==> src/rtl/rtcfe_pkg.sv <==
package rtcfe_pkg;
   typedef enum logic [1:0] {
      LK_SHUT = 2'd0,
      LK_HALF = 2'd1,
      LK_OPEN = 2'd2
   } lock_st_t;

   localparam int NUM_EV     = 3;
   localparam int EV_TICK    = 0;
   localparam int EV_ALARM   = 1;
   localparam int EV_ALARM2  = 2;
   localparam int EV_BITPOS [NUM_EV] = '{2, 6, 7};

   localparam int ST_ERR_BIT   = 0;
   localparam int IEN_TICK_BIT = 2;
   localparam int IEN_ALM_BIT  = 3;
   localparam int IEN_ALM2_BIT = 4;
   localparam int WAKE_ALM_BIT = 1;
   localparam int PWR_CTL_BIT  = 16;
endpackage

==> src/rtl/rtcfe_unlock.sv <==
module rtcfe_unlock
   import rtcfe_pkg::*;
#(
   parameter int          DATA_W = 32,
   parameter logic [31:0] KEY0   = 32'h83E70B13,
   parameter logic [31:0] KEY1   = 32'h95A4F1E0
) (
   input  logic              clk,
   input  logic              rst_n,
   input  logic              wr,
   input  logic              hit_k0,
   input  logic              hit_k1,
   input  logic [DATA_W-1:0] wdata,
   input  logic [DATA_W/8-1:0] be,
   output logic              open
);
   localparam int LANES = DATA_W / 8;

   lock_st_t st_q, st_d;
   logic     full_word, good0, good1;

   if (DATA_W != 32) begin : g_chk_dw
      $error("rtcfe_unlock: keys are 32 bits wide");
   end

   assign full_word = (be == {LANES{1'b1}});
   assign good0     = full_word && (wdata == KEY0);
   assign good1     = full_word && (wdata == KEY1);

   always_comb begin
      st_d = st_q;
      if (wr && hit_k0) begin
         st_d = good0 ? LK_HALF : LK_SHUT;
      end else if (wr && hit_k1) begin
         if (good1 && (st_q != LK_SHUT)) st_d = LK_OPEN;
         else                             st_d = LK_SHUT;
      end
   end

   always_ff @(posedge clk or negedge rst_n) begin
      if (!rst_n) st_q <= LK_SHUT;
      else        st_q <= st_d;
   end

   assign open = (st_q == LK_OPEN);

   // opening only ever follows a second-key write
   p_open_after_k1_r2: assert property (@(posedge clk) disable iff (!rst_n)
      $rose(open) |-> $past(wr && hit_k1 && good1));

   // a bad kick write closes the block
   p_bad_kick_locks_r3: assert property (@(posedge clk) disable iff (!rst_n)
      (wr && ((hit_k0 && !good0) || (hit_k1 && !good1))) |=> !open);
endmodule

==> src/rtl/rtcfe_evbank.sv <==
module rtcfe_evbank
   import rtcfe_pkg::*;
#(
   parameter int N = NUM_EV
) (
   input  logic         clk,
   input  logic         rst_n,
   input  logic [N-1:0] ev,
   input  logic         clr_en,
   input  logic [7:0]   clr_byte,
   output logic [N-1:0] q
);
   if (N > NUM_EV) begin : g_chk_n
      $error("rtcfe_evbank: more events than bit positions");
   end

   for (genvar i = 0; i < N; i++) begin : g_ev
      localparam int POS = EV_BITPOS[i];
      logic clr;
      assign clr = clr_en && clr_byte[POS];

      always_ff @(posedge clk or negedge rst_n) begin
         if (!rst_n)     q[i] <= 1'b0;
         else if (ev[i]) q[i] <= 1'b1;
         else if (clr)   q[i] <= 1'b0;
      end

      // an event always lands, even against a same-cycle clear
      p_set_wins_r6: assert property (@(posedge clk) disable iff (!rst_n)
         ev[i] |=> q[i]);

      // without a clear a set bit stays set
      p_sticky_r6: assert property (@(posedge clk) disable iff (!rst_n)
         (q[i] && !clr) |=> q[i]);
   end
endmodule

==> src/rtl/rtc_regfront.sv <==
module rtc_regfront
   import rtcfe_pkg::*;
#(
   parameter int          ADDR_W    = 8,
   parameter logic [31:0] KEY0      = 32'h83E70B13,
   parameter logic [31:0] KEY1      = 32'h95A4F1E0,
   parameter int          STAT_OFS  = 'h40,
   parameter int          IEN_OFS   = 'h4C,
   parameter int          KICK0_OFS = 'h6C,
   parameter int          KICK1_OFS = 'h70,
   parameter int          WAKE_OFS  = 'h7C,
   parameter int          PWR_OFS   = 'h98
) (
   input  logic              clk,
   input  logic              rst_n,
   input  logic              bus_wr,
   input  logic [ADDR_W-1:0] bus_addr,
   input  logic [31:0]       bus_wdata,
   input  logic [3:0]        bus_be,
   output logic [31:0]       bus_rdata,
   input  logic              ev_tick,
   input  logic              ev_alarm,
   input  logic              ev_alarm2,
   output logic              unlocked,
   output logic              irq_timer,
   output logic              irq_alarm,
   output logic              wake_req,
   output logic              pwr_on
);
   localparam int DATA_W  = 32;
   localparam int MAX_OFS = (1 << ADDR_W) - 1;

   if (ADDR_W < 8) begin : g_chk_aw
      $error("rtc_regfront: ADDR_W must reach offset 0x98");
   end
   if (PWR_OFS > MAX_OFS || WAKE_OFS > MAX_OFS) begin : g_chk_ofs
      $error("rtc_regfront: offset beyond address range");
   end

   logic hit_st, hit_ien, hit_k0, hit_k1, hit_wk, hit_pw, hit_kick;
   assign hit_st   = (bus_addr == ADDR_W'(STAT_OFS));
   assign hit_ien  = (bus_addr == ADDR_W'(IEN_OFS));
   assign hit_k0   = (bus_addr == ADDR_W'(KICK0_OFS));
   assign hit_k1   = (bus_addr == ADDR_W'(KICK1_OFS));
   assign hit_wk   = (bus_addr == ADDR_W'(WAKE_OFS));
   assign hit_pw   = (bus_addr == ADDR_W'(PWR_OFS));
   assign hit_kick = hit_k0 || hit_k1;

   rtcfe_unlock #(.DATA_W(DATA_W), .KEY0(KEY0), .KEY1(KEY1)) lock_i (
      .clk(clk), .rst_n(rst_n), .wr(bus_wr), .hit_k0(hit_k0), .hit_k1(hit_k1),
      .wdata(bus_wdata), .be(bus_be), .open(unlocked));

   logic wr_ok, wr_refused;
   assign wr_ok      = bus_wr && unlocked && !hit_kick;
   assign wr_refused = bus_wr && !unlocked && !hit_kick;

   logic [NUM_EV-1:0] ev_vec, ev_q;
   assign ev_vec[EV_TICK]   = ev_tick;
   assign ev_vec[EV_ALARM]  = ev_alarm;
   assign ev_vec[EV_ALARM2] = ev_alarm2;

   rtcfe_evbank #(.N(NUM_EV)) evb_i (
      .clk(clk), .rst_n(rst_n), .ev(ev_vec),
      .clr_en(wr_ok && hit_st && bus_be[0]), .clr_byte(bus_wdata[7:0]), .q(ev_q));

   logic err_q, ien_tick, ien_alm, ien_alm2, wk_alm, pwr_ctl;

   always_ff @(posedge clk or negedge rst_n) begin
      if (!rst_n) begin
         err_q    <= 1'b0;
         ien_tick <= 1'b0;
         ien_alm  <= 1'b0;
         ien_alm2 <= 1'b0;
         wk_alm   <= 1'b0;
         pwr_ctl  <= 1'b0;
      end else begin
         if (wr_refused)
            err_q <= 1'b1;
         else if (wr_ok && hit_st && bus_be[0] && bus_wdata[ST_ERR_BIT])
            err_q <= 1'b0;
         if (wr_ok && hit_ien && bus_be[0]) begin
            ien_tick <= bus_wdata[IEN_TICK_BIT];
            ien_alm  <= bus_wdata[IEN_ALM_BIT];
         end
         if (wr_ok && hit_ien && (bus_be == 4'hF))
            ien_alm2 <= bus_wdata[IEN_ALM2_BIT];
         if (wr_ok && hit_wk && bus_be[0])
            wk_alm <= bus_wdata[WAKE_ALM_BIT];
         if (wr_ok && hit_pw && bus_be[PWR_CTL_BIT/8])
            pwr_ctl <= bus_wdata[PWR_CTL_BIT];
      end
   end

   always_comb begin
      bus_rdata = '0;
      if (hit_st) begin
         bus_rdata[ST_ERR_BIT]            = err_q;
         bus_rdata[EV_BITPOS[EV_TICK]]    = ev_q[EV_TICK];
         bus_rdata[EV_BITPOS[EV_ALARM]]   = ev_q[EV_ALARM];
         bus_rdata[EV_BITPOS[EV_ALARM2]]  = ev_q[EV_ALARM2];
      end else if (hit_ien) begin
         bus_rdata[IEN_TICK_BIT] = ien_tick;
         bus_rdata[IEN_ALM_BIT]  = ien_alm;
         bus_rdata[IEN_ALM2_BIT] = ien_alm2;
      end else if (hit_wk) begin
         bus_rdata[WAKE_ALM_BIT] = wk_alm;
      end else if (hit_pw) begin
         bus_rdata[PWR_CTL_BIT] = pwr_ctl;
      end
   end

   assign irq_timer = ev_q[EV_TICK] && ien_tick;
   assign irq_alarm = (ev_q[EV_ALARM] && ien_alm) || (ev_q[EV_ALARM2] && ien_alm2);
   assign wake_req  = ev_q[EV_ALARM] && wk_alm;
   assign pwr_on    = !(pwr_ctl && ev_q[EV_ALARM2]);

   // a locked write leaves every writable control bit alone
   p_locked_drop_r4: assert property (@(posedge clk) disable iff (!rst_n)
      wr_refused |=> $stable({ien_tick, ien_alm, ien_alm2, wk_alm, pwr_ctl}));

   // a refused write raises the sticky error flag
   p_err_set_r5: assert property (@(posedge clk) disable iff (!rst_n)
      wr_refused |=> err_q);

   // a partial-lane write never moves the secondary alarm enable
   p_alm2_lane_r11: assert property (@(posedge clk) disable iff (!rst_n)
      (bus_wr && hit_ien && bus_be != 4'hF) |=> $stable(ien_alm2));

   // the timer interrupt is a level held while nothing is written
   p_irq_hold_r7: assert property (@(posedge clk) disable iff (!rst_n)
      (irq_timer && !bus_wr) |=> irq_timer);

   // an armed secondary alarm turns power off
   p_pwr_off_r10: assert property (@(posedge clk) disable iff (!rst_n)
      (pwr_ctl && ev_alarm2 && !(bus_wr && hit_pw)) |=> !pwr_on);
endmodule

==> config.mk <==
export PLATFORM = sky130hd
export DESIGN_NAME = rtc_regfront
export DESIGN_NICKNAME = d
export VERILOG_FILES = /design/src/rtl/rtcfe_pkg.sv /design/src/rtl/rtcfe_unlock.sv /design/src/rtl/rtcfe_evbank.sv /design/src/rtl/rtc_regfront.sv
export SDC_FILE = /design/constraint.sdc
export NUM_CORES = 1
export LEC_CHECK = 0
export ABC_AREA = 1
export BUFFER_PORTS_ARGS = -buffer_cell sky130_fd_sc_hd__buf_2
export CORE_ASPECT_RATIO = 0.6
export CORE_MARGIN = 5
export CORE_UTILIZATION = 41
export DETAILED_ROUTE_END_ITERATION = 10
export GPL_TIMING_DRIVEN = 0
export PLACE_DENSITY = 0.92
export SLEW_MARGIN = 20
export SYNTH_ARGS = -nofsm -noshare
export SYNTH_HDL_FRONTEND = slang
export SYNTH_SLANG_ARGS = --single-unit
==> constraint.sdc <==
create_clock -name clk -period 1.45 [get_ports clk]
set_input_delay 0.2175 -clock clk [delete_from_list [all_inputs] [get_ports clk]]
set_output_delay 0.2175 -clock clk [all_outputs]
set_load 0.01 [all_outputs]
Yosys cells after proc, flatten, opt, wreduce, memory -nomap -nowiden
Cells that the tools add are included.
{"block": "totals", "regBits": 11, "output_inout_bits": 37, "word_cells": 82}
{"block": "classes", "n_eq_ne": 10, "n_mux": 24, "n_reduce_logical": 38}
{"cell": "32-bit == test (second input constant)", "count": 2}
{"cell": "8-bit by 7-bit == test with 1-bit output (second input constant)", "count": 5}
{"cell": "1-bit logical AND", "count": 27}
{"cell": "1-bit 2-to-1 mux", "count": 18}
{"cell": "2-bit nonzero test", "count": 6}
{"cell": "2-bit 2-to-1 mux", "count": 5}
{"cell": "8-bit == test (second input constant)", "count": 1}
{"cell": "4-bit == test (second input constant)", "count": 1}
{"cell": "1-bit logical NOT", "count": 3}
{"cell": "3-bit 2-to-1 mux", "count": 1}
{"cell": "2-bit == test (second input constant)", "count": 1}
{"cell": "1-bit logical OR", "count": 2}

Logic depth before layout (Yosys ltp)
Gate-level depths: netlist of run 1.
{"block": "logic_depth", "ltp_word": 9, "mapped_depth": 10, "depth_no_buf": 10}

Modules after synthesis
Synthesis of run 1 repeated with hierarchy kept, for this count alone.
{"block": "unflattened", "hier_cells": 215, "area_unflattened_um2": 1295.0}
{"mod": "rtc_regfront", "n_inst": 1, "cells_each": 124, "area_per_inst_um2": 818.3, "seq_area_each_um2": 150.1}
{"mod": "rtcfe_unlock", "n_inst": 1, "cells_each": 76, "area_per_inst_um2": 356.6, "seq_area_each_um2": 50.0}
{"mod": "rtcfe_evbank", "n_inst": 1, "cells_each": 15, "area_per_inst_um2": 120.1, "seq_area_each_um2": 75.1}

Least setup slack after synthesis of run 1
No wires, ideal clock.
{"block": "synth_path", "path_kind": "register to register", "from": "register lock_i.st_q[0]", "to": "register err_q", "arrival_ns": 1.079, "t_required_ns": 1.333, "slack_ns": 0.254, "stages_incl_launch_ff": 10, "path_buffers": 1, "path_cell_list": "dfrtp_1 inv_1 nand2_1 inv_1 nand2_1 nor2_4 buf_6 nand3_1 nand2_1 nand2_1"}
{"block": "synth_between", "elab_chain_cells": 7, "word_cells_on_any_way": 11}
{"element": "start, declared", "line_no": "rtcfe_unlock.sv:19", "text": "lock_st_t st_q, st_d;"}
{"element": "start signal, assigned", "line_no": "rtcfe_unlock.sv:42", "text": "else st_q <= st_d;"}
{"element": "2-bit == test *", "line_no": "rtcfe_unlock.sv:45", "text": "assign open = (st_q == LK_OPEN);"}
{"element": "named net unlocked", "line_no": "rtc_regfront.sv:24", "text": "output logic unlocked,"}
{"element": "1-bit logical AND (2 in a row)", "line_no": "rtc_regfront.sv:54", "text": "assign wr_ok = bus_wr && unlocked && !hit_kick;"}
{"element": "1-bit logical AND (3 in a row)", "line_no": "rtc_regfront.sv:79", "text": "else if (wr_ok && hit_st && bus_be[0] && bus_wdata[ST_ERR_BIT])"}
{"element": "2-bit nonzero test (no source line)"}
{"element": "end signal, assigned", "line_no": "rtc_regfront.sv:70", "text": "err_q <= 1'b0;"}
{"element": "end signal, assigned", "line_no": "rtc_regfront.sv:78", "text": "err_q <= 1'b1;"}
{"element": "end signal, assigned", "line_no": "rtc_regfront.sv:80", "text": "err_q <= 1'b0;"}
{"element": "end, declared", "line_no": "rtc_regfront.sv:66", "text": "logic err_q, ien_tick, ien_alm, ien_alm2, wk_alm, pwr_ctl;"}
Mark *: on every way through the listed nets, which the timed path passes. The rest lies on a longest branch.
A chain may end at the register's enable or synchronous reset.

Worst setup path after layout of run 1
{"block": "layout_path", "from": "input port bus_addr[4]", "to": "output port bus_rdata[2]"}
{"block": "layout_between", "elab_chain_cells": 3, "word_cells_on_any_way": 4}
{"element": "start, declared", "line_no": "rtc_regfront.sv:17", "text": "input logic [ADDR_W-1:0] bus_addr,"}
{"element": "8-bit by 7-bit == test with 1-bit output", "line_no": "rtc_regfront.sv:42", "text": "assign hit_ien = (bus_addr == ADDR_W'(IEN_OFS));"}
{"element": "3-bit 2-to-1 mux", "line_no": "rtc_regfront.sv:101", "text": "end else if (hit_ien) begin"}
{"element": "1-bit 2-to-1 mux *", "line_no": "rtc_regfront.sv:96", "text": "if (hit_st) begin"}
{"element": "end, declared", "line_no": "rtc_regfront.sv:20", "text": "output logic [31:0] bus_rdata,"}
Mark *: on every way between the ends. The rest lies on a longest branch, timed or not.

==> key figures, run 1 <==
CTS
  – CTS tree: built
  – Clock Root Buffer: clkbuf_8
  – Reg clk slew, reported paths: 0.06 ns
  – CTS Buf Count: 3
  – Clock Path Buffers: 2
  – H-tree depth: 1
  – Skew-Pair Late Insertion Delay: 0.25 ns
  – Clock Sinks: 11

Global routing
  – Vias in the first global route: 1293
  – Largest net degree at the start of global routing: 12
  – GRT Util Overall: 17.2%
  – Global-route wire length before repair: 5.42 mm
  – Overflow after GRT: 0
  – Initial antenna violation count: 0

Placed design
  – Gpl congestion: 0.803
  – Post-DP Area: 0.00164 mm2
  – Port buffer count: 62
  – Post-DP HPWL: 2.94 mm

Route
  – DRT iter0 DRCs: 63
  – DRC violations left: 0
  – Routed vias: 1390
  – Routed wire per std cell: 10.6 um
  – Antenna Nets Post-Route: 0
  – Detailed Route WL: 3.41 mm
  – Vias per cell: 4.30
  – DRT Pass-1 Iters: 4

Worst setup path
  – Worst path max stage delay: 0.26 ns
  – CP endpoint kind: primary output
  – Worst path depth: 7
  – Crit path launch type: input port
  – Worst path top cell family by delay: simple AND/OR/NAND/NOR gates
  – Worst path buffer plus inverter count: 3
  – Crit Path Category: in -> out
  – Required time worst endpoint: 1.23 ns
  – Arrival time worst endpoint: 1.17 ns
  – Critical path's slowest cell: or2_1
  – Most common cell on crit path: buf_2
  – R2R depth: 9
  – Max FO, Critical Path: 4
  – Critical-path cell list: buf_2 > or2_1 > nor2_4 > nand2_2 > clkinv_1 > a22o_1 > buf_2

Power
  – Pwr dens: 503 mW/mm2
  – Total leakage power: 1.10 nW
  – Tot Pwr: 858 uW
  – Max VDD drop: 0.222 mV

STA
  – Final clock skew: 0.00805 ns
  – Final Hold Fails: 0
  – Final number of setup-violating endpoints: 0
  – RSZ-0062 raised after global routing: false
  – Final slew viol count: 0
  – Setup TNS: 0 ns
  – Max Freq: 723 MHz
  – Period utilisation layout: 95.4%
  – Final Critical Period: 1.38 ns

Layout
  – Final instance area: 0.00171 mm2
  – Share of cells above drive strength 1: 38.8%
  – Commonest cells after routing, fill and taps aside: buf_2 (62), nand2_1 (44), inv_1 (30)
  – Commonest non-fill, non-tap cell in the layout: buf_2
  – Fillers: 261
  – Area delta synth->final: 43.1%
  – Layout Nets: 332
  – ANT cells: 0

Floorplanning
  – Initial core utilization: 42.1%
  – Die Footprint: 0.00412 mm2
  – IO Count: 87
  – Num rows: 15
  – Core area: 0.00283 mm2
  – DIE HEIGHT: 51.8 um
  – Die width: 79.6 um

Yosys
  – Flops & latches, synth: 11
  – Post-synth top area cell: dfrtp_1
  – Syn Inst Count: 191
  – Cell area after synthesis: 0.00119 mm2
  – Top cells by area, synth: dfrtp_1 (23%), buf_4 (15%), nand2_1 (14%), inv_1 (9.4%), nor2_1 (7.9%)
  – Avg Inst Size Synth: 6.24 um2
  – Ys Warns: 0
  – Post-synth top area share: 23.1%
  – Post-synthesis sequential area ratio: 23.1%
  – Distinct cells, synth: 24

Flow run
  – Maxcap violations: 0

Run status
  – Status: complete, no violations

Worst hold path
  – WHS Path Cells: 3
  – Worst hold path type: in -> reg
-- cell usage after synthesis --
| cell type | count |
|---|---|
| a22o_1 | 1 |
| and2_1 | 1 |
| and3_2 | 1 |
| buf_4 | 24 |
| buf_6 | 1 |
| clkinv_1 | 1 |
| conb_1 | 1 |
| dfrtp_1 | 11 |
| inv_1 | 30 |
| inv_2 | 3 |
| nand2_1 | 44 |
| nand2_2 | 3 |
| nand2_4 | 4 |
| nand3_1 | 13 |
| nand3_2 | 1 |
| nand3b_1 | 1 |
| nand4_1 | 8 |
| nor2_1 | 25 |
| nor2_2 | 3 |
| nor2_4 | 3 |
| nor3_1 | 9 |
| o22ai_1 | 1 |
| or2_1 | 1 |
| or2_2 | 1 |
-- power breakdown --
| group | switching (mW) | internal (mW) | leakage, nW | total (mW) |
|---|---|---|---|---|
| Clock | 0.126 | 0.194 | 0.0228 | 0.320 |
| Sequential | 0.000000000111 | 0.307 | 0.122 | 0.307 |
| Combinational | 0.119 | 0.112 | 0.956 | 0.230 |
| Total | 0.245 | 0.613 | 1.10 | 0.858 |
-- path summary, 6_finish.rpt --
path                                                  from                      to  slack (ns)
max in group asynchronous                            rst_n      wk_alm$_DFFE_PN0P_        0.86
worst max register to register  lock_i.st_q[0]$_DFFE_PN0P_      wk_alm$_DFFE_PN0P_        0.17
worst max-delay path                           bus_addr[4]            bus_rdata[2]        0.07
min in group asynchronous                            rst_n    ien_tick$_DFFE_PN0P_        0.37
worst min register to register           err_q$_DFFE_PN0P_       err_q$_DFFE_PN0P_        0.49
worst min-delay path                             ev_alarm2  evb_i.q[2]$_DFFE_PN0P_        0.16
-- tightest hold or removal path: stages --
cell     delay (ns)
buf_2          0.08
inv_1          0.03
nand2_1        0.05
-- through the flow --
stage,instances,utilization [%],setup slack [ns],hold slack [ns]
after CTS,323,59.9,0.0317,0.158
after global routing,323,60.2,0.0118,0.180
after global placement,318,57.9,0.0632,0.101
final,323,60.2,0.0670,0.155
after detailed placement,318,57.9,0.0289,0.101
after floorplan,214,-,0.254,-0.0781
-- repair_timing --
action	4_1_cts	5_1_grt
hold buffers	1	0
resized for setup	0	2
buffers inserted	0	0
setup endpoints to repair	0	2
endpoints found under the hold margin	11	0
-- final cells by class --
| class | instances | area, um2 | share of cell area (%) |
|---|---|---|---|
| timing repair buffer | 63 | 320 | 18.8 |
| buffer | 25 | 191 | 11.2 |
| clock buffer | 4 | 45.0 | 2.64 |
| tap | 42 | 52.6 | 3.08 |
| inverter | 34 | 128 | 7.48 |
| multi-input combinational | 144 | 694 | 40.7 |
| sequential | 11 | 275 | 16.1 |
-- state kept, by name, indices dropped and copies added (netlist names) --
| signal | cells |
|---|---|
| pwr_ctl | 1 |
| err_q | 1 |
| ien_alm | 1 |
| ien_tick | 1 |
| wk_alm | 1 |
| lock_i.st_q | 2 |
| ien_alm2 | 1 |
| evb_i.q | 3 |
-- metal layers --
layer / share of wire, % / vias up / GRT usage [%]
li1: - / 727 / -
met1: 40 / 606 / 20.2
met2: 48 / 48 / 28.9
met3: 9.5 / 9 / 5.71
met4: 2.3 / 0 / 7.43
met5: 0 / - / 0
-- kinds of logic after synthesis --
family / synth area share, %
and+or+nand+nor: 48.6
buffers and inverters: 26.8
DFF: 23.1
AOI/OAI and AO/OA: 1.26
other: 0.314
Note: power is estimated with default switching activity, not from simulation.
==> inputs of run 2 (changes only) <==
- BUFFER_PORTS_ARGS: -buffer_cell sky130_fd_sc_hd__buf_2 -> unset
- CORE_UTILIZATION: 41 -> 55
- DONT_BUFFER_PORTS: unset -> 1
- PLACE_DENSITY: 0.92 -> 0.81
- clock period: 1.45 -> 1.5 ns (I/O delays scaled with it)
==> key figures, run 2 (synthesized netlist as in run 1, its figures left out) <==
Global routing
  – Vias in the first global route: 1087 (-16%)
  – Global-route wire length before repair: 4.57 mm (-16%)
  – Overflow after GRT: 0 (unchanged)
  – GRT Util Overall: 17.9% (+0.67 points)
  – Largest net degree at the start of global routing: 12 (unchanged)
  – Initial antenna violation count: 0 (unchanged)

STA
  – Max Freq: 747 MHz
  – Worst-Margin Slew: 0.502 ns
  – Final slew viol count: 0 (unchanged)
  – Setup TNS: 0 ns (unchanged)
  – Final number of setup-violating endpoints: 0 (unchanged)
  – Max-slew headroom: 66.4%
  – RSZ-0062 raised after global routing: false
  – Setup WS post-layout: 0.161 ns (+0.0938 ns)
  – Period utilisation layout: 89.3%
  – Final hold slack: 0.0546 ns (-0.101 ns)
  – Final Critical Period: 1.34 ns
  – Final clock skew: 0.00925 ns (+0.00119 ns)
  – Final Hold Fails: 0 (unchanged)

Worst setup path
  – Arrival time worst endpoint: 1.51 ns (+0.34 ns)
  – Most common cell on crit path: nand2_1
  – Max FO, Critical Path: 10 (+6)
  – Critical-path cell list: inv_1 > nand2_1 > inv_1 > nand2_1 > nor2_4 > buf_6 > nand3_1 > nand2_1 > nand2_1
  – Critical path's slowest cell: dfrtp_1
  – Worst path max stage delay: 0.39 ns (+0.13 ns)
  – Required time worst endpoint: 1.67 ns (+0.44 ns)
  – CP endpoint kind: flip-flop
  – Crit path launch type: flip-flop
  – Crit Path Category: reg -> reg

Route
  – Max Used Layer: met4
  – DRC violations left: 0 (unchanged)
  – M1 wire length: 1.15 mm (-16%)
  – Antenna Nets Post-Route: 0 (unchanged)
  – DRT iter0 DRCs: 35 (-44%)
  – Routed vias: 1157 (-17%)
  – Routed wire per std cell: 11.9 um (+13%)
  – Met3 routed WL: 426 um (+31%)
  – DRT Pass-1 Iters: 4 (unchanged)
  – Detailed Route WL: 2.97 mm (-13%)
  – WL met2: 1.36 mm (-17%)
  – Vias per cell: 4.65 (+8.0%)

Layout
  – Area delta synth->final: 13.4%
  – Final instance area: 0.00135 mm2 (-21%)
  – Top flop regs: evb_i.q x3, lock_i.st_q x2
  – Fin util: 64.0% (+3.7 points)
  – ANT cells: 0 (unchanged)
  – Share of cells above drive strength 1: 21.5% (-17 points)
  – Commonest cells after routing, fill and taps aside: nand2_1 (44), inv_1 (30), nor2_1 (25)
  – Layout Nets: 270 (-19%)
  – Top reg by flops: evb_i.q
  – Commonest non-fill, non-tap cell in the layout: nand2_1
  – Fin cells: 249 (-23%)
  – Max reg flops: 3 (unchanged)

Placed design
  – Post-DP Area: 0.00132 mm2 (-20%)
  – Port buffer count: 0 (-100%)
  – Placed cell count: 244 (-23%)
  – Worst slack, placed: 0.154 ns (+0.125 ns)
  – Post-DP HPWL: 2.63 mm (-10%)
  – Gpl congestion: 0.821 (+2.3%)

Floorplanning
  – Num rows: 13 (-2)
  – Core area: 0.00211 mm2 (-25%)
  – Initial core utilization: 56.4% (+14 points)
  – IO Count: 87 (unchanged)
  – Die width: 70.1 um (-12%)
  – Die Footprint: 0.00323 mm2 (-22%)
  – DIE HEIGHT: 46.1 um (-11%)

CTS
  – CTS tree: built
  – H-tree depth: 1 (unchanged)
  – Clock Sinks: 11 (unchanged)
  – Clock Root Buffer: clkbuf_4
  – CTS Buf Count: 3 (unchanged)
  – Skew-Pair Late Insertion Delay: 0.28 ns (+0.03 ns)
  – Hold_buf cts: 1 (unchanged)
  – # resized after CTS: 0 (unchanged)
  – Clock Path Buffers: 2 (unchanged)
  – Reg clk slew, reported paths: 0.07 ns (about the same)
  – Setup bufs post-CTS: 0 (unchanged)

Power
  – Max VDD drop: 0.260 mV (+17%)
  – Total leakage power: 0.817 nW (-26%)
  – Pwr dens: 474 mW/mm2 (-5.8%)
  – Tot Pwr: 641 uW (-25%)

Worst hold path
  – Worst hold path type: in -> reg

Run status
  – Status: complete, no violations

Flow run
  – Maxcap violations: 0 (unchanged)
## run 2: cell type report
type,count,area (um2)
timing repair buffer,1,10.0
tap,30,37.5
clock buffer,4,26.3
sequential,11,275
buffer,25,191
fill,196,762
inverter,34,128
multi-input combinational,144,684
## run 2: path summary, 6_finish.rpt
kind | startpoint | to | slack (ns) | depth (start not counted)
setup / recovery | lock_i.st_q[0]$_DFFE_PN0P_ | evb_i.q[0]$_DFFE_PN0P_ | 0.16 | 9
hold / removal | ev_alarm2 | evb_i.q[2]$_DFFE_PN0P_ | 0.05 | 2
setup reg to reg | lock_i.st_q[0]$_DFFE_PN0P_ | evb_i.q[0]$_DFFE_PN0P_ | 0.16 | 9
hold reg to reg | err_q$_DFFE_PN0P_ | err_q$_DFFE_PN0P_ | 0.49 | 2
max in group asynchronous | rst_n | lock_i.st_q[1]$_DFFE_PN0P_ | 0.81 | 1
min in group asynchronous | rst_n | pwr_ctl$_DFFE_PN0P_ | 0.34 | 1
## run 2: worst max-delay path, delay by kind of cell, from the launching register on
kind	cells	cell delay, ns
flops	1	0.39
simple gates	6	0.52
buf+inv	3	0.34
## run 2: per-layer routing
metal  global-route usage [%]  up-vias
met5                        0        -
met2                     31.9       79
li1                         -      591
met3                     6.97        6
met4                     3.44        0
met1                     21.1      481
## run 2: report_power, final
part / leakage (nW) / internal (mW) / switching [mW]
clock network: 0.0150 / 0.103 / 0.102
logic: 0.680 / 0.0638 / 0.0750
registers: 0.122 / 0.296 / 0.000000000103
total: 0.817 / 0.463 / 0.177
==> inputs of run 3 (changes only) <==
- SYNTH_HIERARCHICAL: unset -> 1
==> key figures, run 3 <==
Yosys
  – Post-synth EDFFs: 0 (unchanged)
  – Ys Warns: 6 (+6)
  – Syn Inst Count: 215 (+13%)
  – Post-synthesis sequential area ratio: 21.3% (-1.8 points)
  – Cell area after synthesis: 0.00129 mm2 (+8.6%)
  – Top cells by area, synth: dfrtp_1 (21%), nand2_1 (18%), buf_4 (14%), inv_1 (11%), nor2_1 (8.1%)
  – Post-synth top area cell: dfrtp_1
  – Proportion of synthesized area in mux cells: 0% (unchanged)
  – Adder-Cell Fraction of Synth Area: 0% (unchanged)
  – Distinct cells, synth: 22 (-8.3%)
  – Post-Synth Simple-Gate Area: 49.8% (+1.2 points)
  – Post-synthesis xor/xnor area fraction: 0% (unchanged)
  – Avg Inst Size Synth: 6.02 um2 (-3.5%)
  – Largest family of logic cells by synthesized area: simple AND/OR/NAND/NOR gates
  – Async SR Flop Fraction: 100% (unchanged)
  – Top post-synthesis cells by count: nand2_1 (61), inv_1 (39), nor2_1 (28)
  – Flops & latches, synth: 11 (unchanged)
  – Most common cell in the synthesized netlist: nand2_1
  – Post-synth top area share: 21.3% (-1.8 points)
  – Post-synthesis compound-gate area fraction: 1.93% (+0.67 points)
  – Top FF cell, synth: dfrtp_1

Layout
  – Area delta synth->final: 15.3%
  – ANT cells: 0 (unchanged)
  – Layout Nets: 294 (+8.9%)
  – Top flop regs: evb_i/q x3, lock_i/st_q x2
  – Fillers: 216 (+10%)
  – Final instance area: 0.00149 mm2 (+10%)
  – Multi-input logic area: 778 um2 (+14%)
  – Top reg by flops: evb_i/q
  – Max reg flops: 3 (unchanged)
  – FF/Latch Area: 275 um2 (unchanged)
  – Commonest cells after routing, fill and taps aside: nand2_1 (60), inv_1 (39), nor2_1 (27)
  – Commonest non-fill, non-tap cell in the layout: nand2_1
  – Share of cells above drive strength 1: 23.0% (+1.6 points)

Floorplanning
  – Die Footprint: 0.00346 mm2 (+7.0%)
  – Initial core utilization: 58.5% (+2.2 points)
  – Core area: 0.00221 mm2 (+4.6%)
  – DIE HEIGHT: 47.6 um (+3.3%)
  – Num rows: 13 (unchanged)
  – Die width: 72.6 um (+3.6%)
  – IO Count: 87 (unchanged)

Route
  – Vias per cell: 4.38 (-5.8%)
  – DRT Pass-1 Iters: 5 (+1)
  – Antenna Nets Post-Route: 0 (unchanged)
  – DRT iter0 DRCs: 59 (+69%)
  – Routed vias: 1195 (+3.3%)
  – Routed wire per std cell: 11.3 um (-5.2%)
  – DRC violations left: 0 (unchanged)
  – Detailed Route WL: 3.09 mm (+4.0%)

Global routing
  – Global-route wire length before repair: 4.77 mm (+4.2%)
  – GRT Util Overall: 18.1% (+0.26 points)
  – Initial antenna violation count: 0 (unchanged)
  – Vias in the first global route: 1091 (+0.37%)
  – Largest net degree at the start of global routing: 12 (unchanged)
  – Overflow after GRT: 0 (unchanged)

STA
  – Final Hold Fails: 0 (unchanged)
  – Setup WS post-layout: 0.185 ns (+0.0244 ns)
  – Max-slew headroom: 63.8% (-2.6 points)
  – Final Critical Period: 1.31 ns (-0.0244 ns)
  – Worst-Margin Slew: 0.541 ns (+0.0391 ns)
  – Final clock skew: 0.000985 ns (-0.00826 ns)
  – Final hold slack: 0.0797 ns (+0.0252 ns)
  – Period utilisation layout: 87.7% (-1.6 points)
  – Final number of setup-violating endpoints: 0 (unchanged)
  – Max Freq: 761 MHz (+1.9%)
  – Final slew viol count: 0 (unchanged)
  – RSZ-0062 raised after global routing: false

Worst setup path
  – CP endpoint kind: flip-flop
  – R2R depth: 6 (-3)
  – Register-to-register setup slack: 0.19 ns (+0.02 ns)
  – Arrival time worst endpoint: 1.45 ns (-0.06 ns)
  – Crit Path Category: reg -> reg
  – Crit path launch type: flip-flop
  – Worst r2r src: lock_i/st_q[0]$_DFFE_PN0P_
  – R2r endpoint: evb_i/q[1]$_DFFE_PN0P_
  – Max FO, Critical Path: 3 (-7)
  – Required time worst endpoint: 1.63 ns (-0.04 ns)

Power
  – Internal: 584 uW (+26%)
  – Clock power frac: 36.6% (+4.5 points)
  – Comb power frac: 26.0% (+4.3 points)
  – Seq pwr share: 37.4% (-8.9 points)
  – Net Sw Frac: 30.2% (+2.6 points)
  – Max VDD drop: 0.550 mV (+110%)
  – Tot Pwr: 836 uW (+31%)
  – Total leakage power: 0.919 nW (+12%)
  – P_sw: 253 uW (+43%)
  – Pwr dens: 560 mW/mm2 (+18%)

Placed design
  – Worst slack, placed: -0.230 ns (-0.384 ns)
  – Post-DP Area: 0.00142 mm2 (+7.8%)
  – Port buffer count: 0 (unchanged)
  – Gpl congestion: 0.842 (+2.6%)
  – Post-DP HPWL: 2.72 mm (+3.6%)

CTS
  – CTS tree: built
  – Setup bufs post-CTS: 0 (unchanged)
  – Skew-Pair Late Insertion Delay: 0.24 ns (-0.04 ns)
  – H-tree depth: 1 (unchanged)
  – Clock Root Buffer: clkbuf_8
  – Clock Path Buffers: 2 (unchanged)
  – Reg clk slew, reported paths: 0.05 ns (-0.02 ns)
  – Clock Sinks: 11 (unchanged)
  – CTS Buf Count: 3 (unchanged)

Worst hold path
  – Worst hold path type: in -> reg
  – Hold Path End: evb_i/q[2]$_DFFE_PN0P_
  – WHS Path Cells: 2 (unchanged)
  – Hold Startpoint: ev_alarm2

Run status
  – Status: complete, no violations

Flow run
  – Maxcap violations: 0 (unchanged)
run 3: cell families after synthesis:
logic type,count (synthesis)
DFF,11
AOI/OAI and AO/OA,3
other,1
buffers and inverters,68
and+or+nand+nor,132
run 3: worst max-delay path, stage by stage (launching register included):
cell,delay (ns)
dfrtp_1,0.41
nor2_4,0.18
nand2_2,0.14
nor4_4,0.25
nand2_1,0.11
nand2_1,0.07
nand2_1,0.04
run 3: timing repair:
item | 4_1_cts | 5_1_grt
endpoints found under the setup margin | 5 | 3
resized for setup | 3 | 1
hold buffers | 1 | 0
pin swaps | 0 | 1
endpoints found under the hold margin | 11 | 0
run 3: per-layer routing:
| layer | track usage, % | routed length [um] |
|---|---|---|
| met1 | 23.6 | 1340 |
| met3 | 8.81 | 338 |
| met5 | 0 | 0 |
| met2 | 27.2 | 1400 |
| met4 | 4.78 | 8 |
run 3: power by group through the flow:
stage | sequential (mW) | clock [mW] | combinational (mW)
2_1_floorplan | 0.316 | 0 | 0.183
3_3_place_gp | 0.317 | 0 | 0.197
3_5_place_dp | 0.318 | 0 | 0.200
4_1_cts | 0.312 | 0.311 | 0.214
5_1_grt | 0.313 | 0.328 | 0.245
6_report | 0.312 | 0.306 | 0.218
run 3: how the worst max path moves through the flow:
stage                               start                endpoint  slack [ns]  cells past startpoint
2_1_floorplan  lock_i/st_q[0]$_DFFE_PN0P_  evb_i/q[1]$_DFFE_PN0P_        0.05                      6
3_3_place_gp   lock_i/st_q[0]$_DFFE_PN0P_  evb_i/q[1]$_DFFE_PN0P_       -0.24                      6
3_5_place_dp   lock_i/st_q[0]$_DFFE_PN0P_  evb_i/q[1]$_DFFE_PN0P_       -0.23                      6
4_1_cts        lock_i/st_q[0]$_DFFE_PN0P_  evb_i/q[1]$_DFFE_PN0P_       0.005                      6
5_1_grt        lock_i/st_q[0]$_DFFE_PN0P_  evb_i/q[2]$_DFFE_PN0P_        0.07                      6
6_report       lock_i/st_q[0]$_DFFE_PN0P_  evb_i/q[1]$_DFFE_PN0P_        0.19                      6
run 3: stage by stage:
stage / utilization, % / setup TNS [ns] / instances
after floorplan: - / 0 / 238
after global placement: 64.1 / -0.675 / 268
after detailed placement: 64.1 / -0.663 / 268
after CTS: 67.3 / 0 / 273
after global routing: 67.5 / 0 / 273
final: 67.5 / 0 / 273
run 3: cell type report:
cell class	instances	area share, %
Sequential cell	11	18.4
Tap cell	30	2.51
Timing Repair Buffer	1	0.671
Buffer	24	12.1
Clock buffer	4	3.02
Multi-Input combinational cell	159	52.1
Inverter	44	11.1
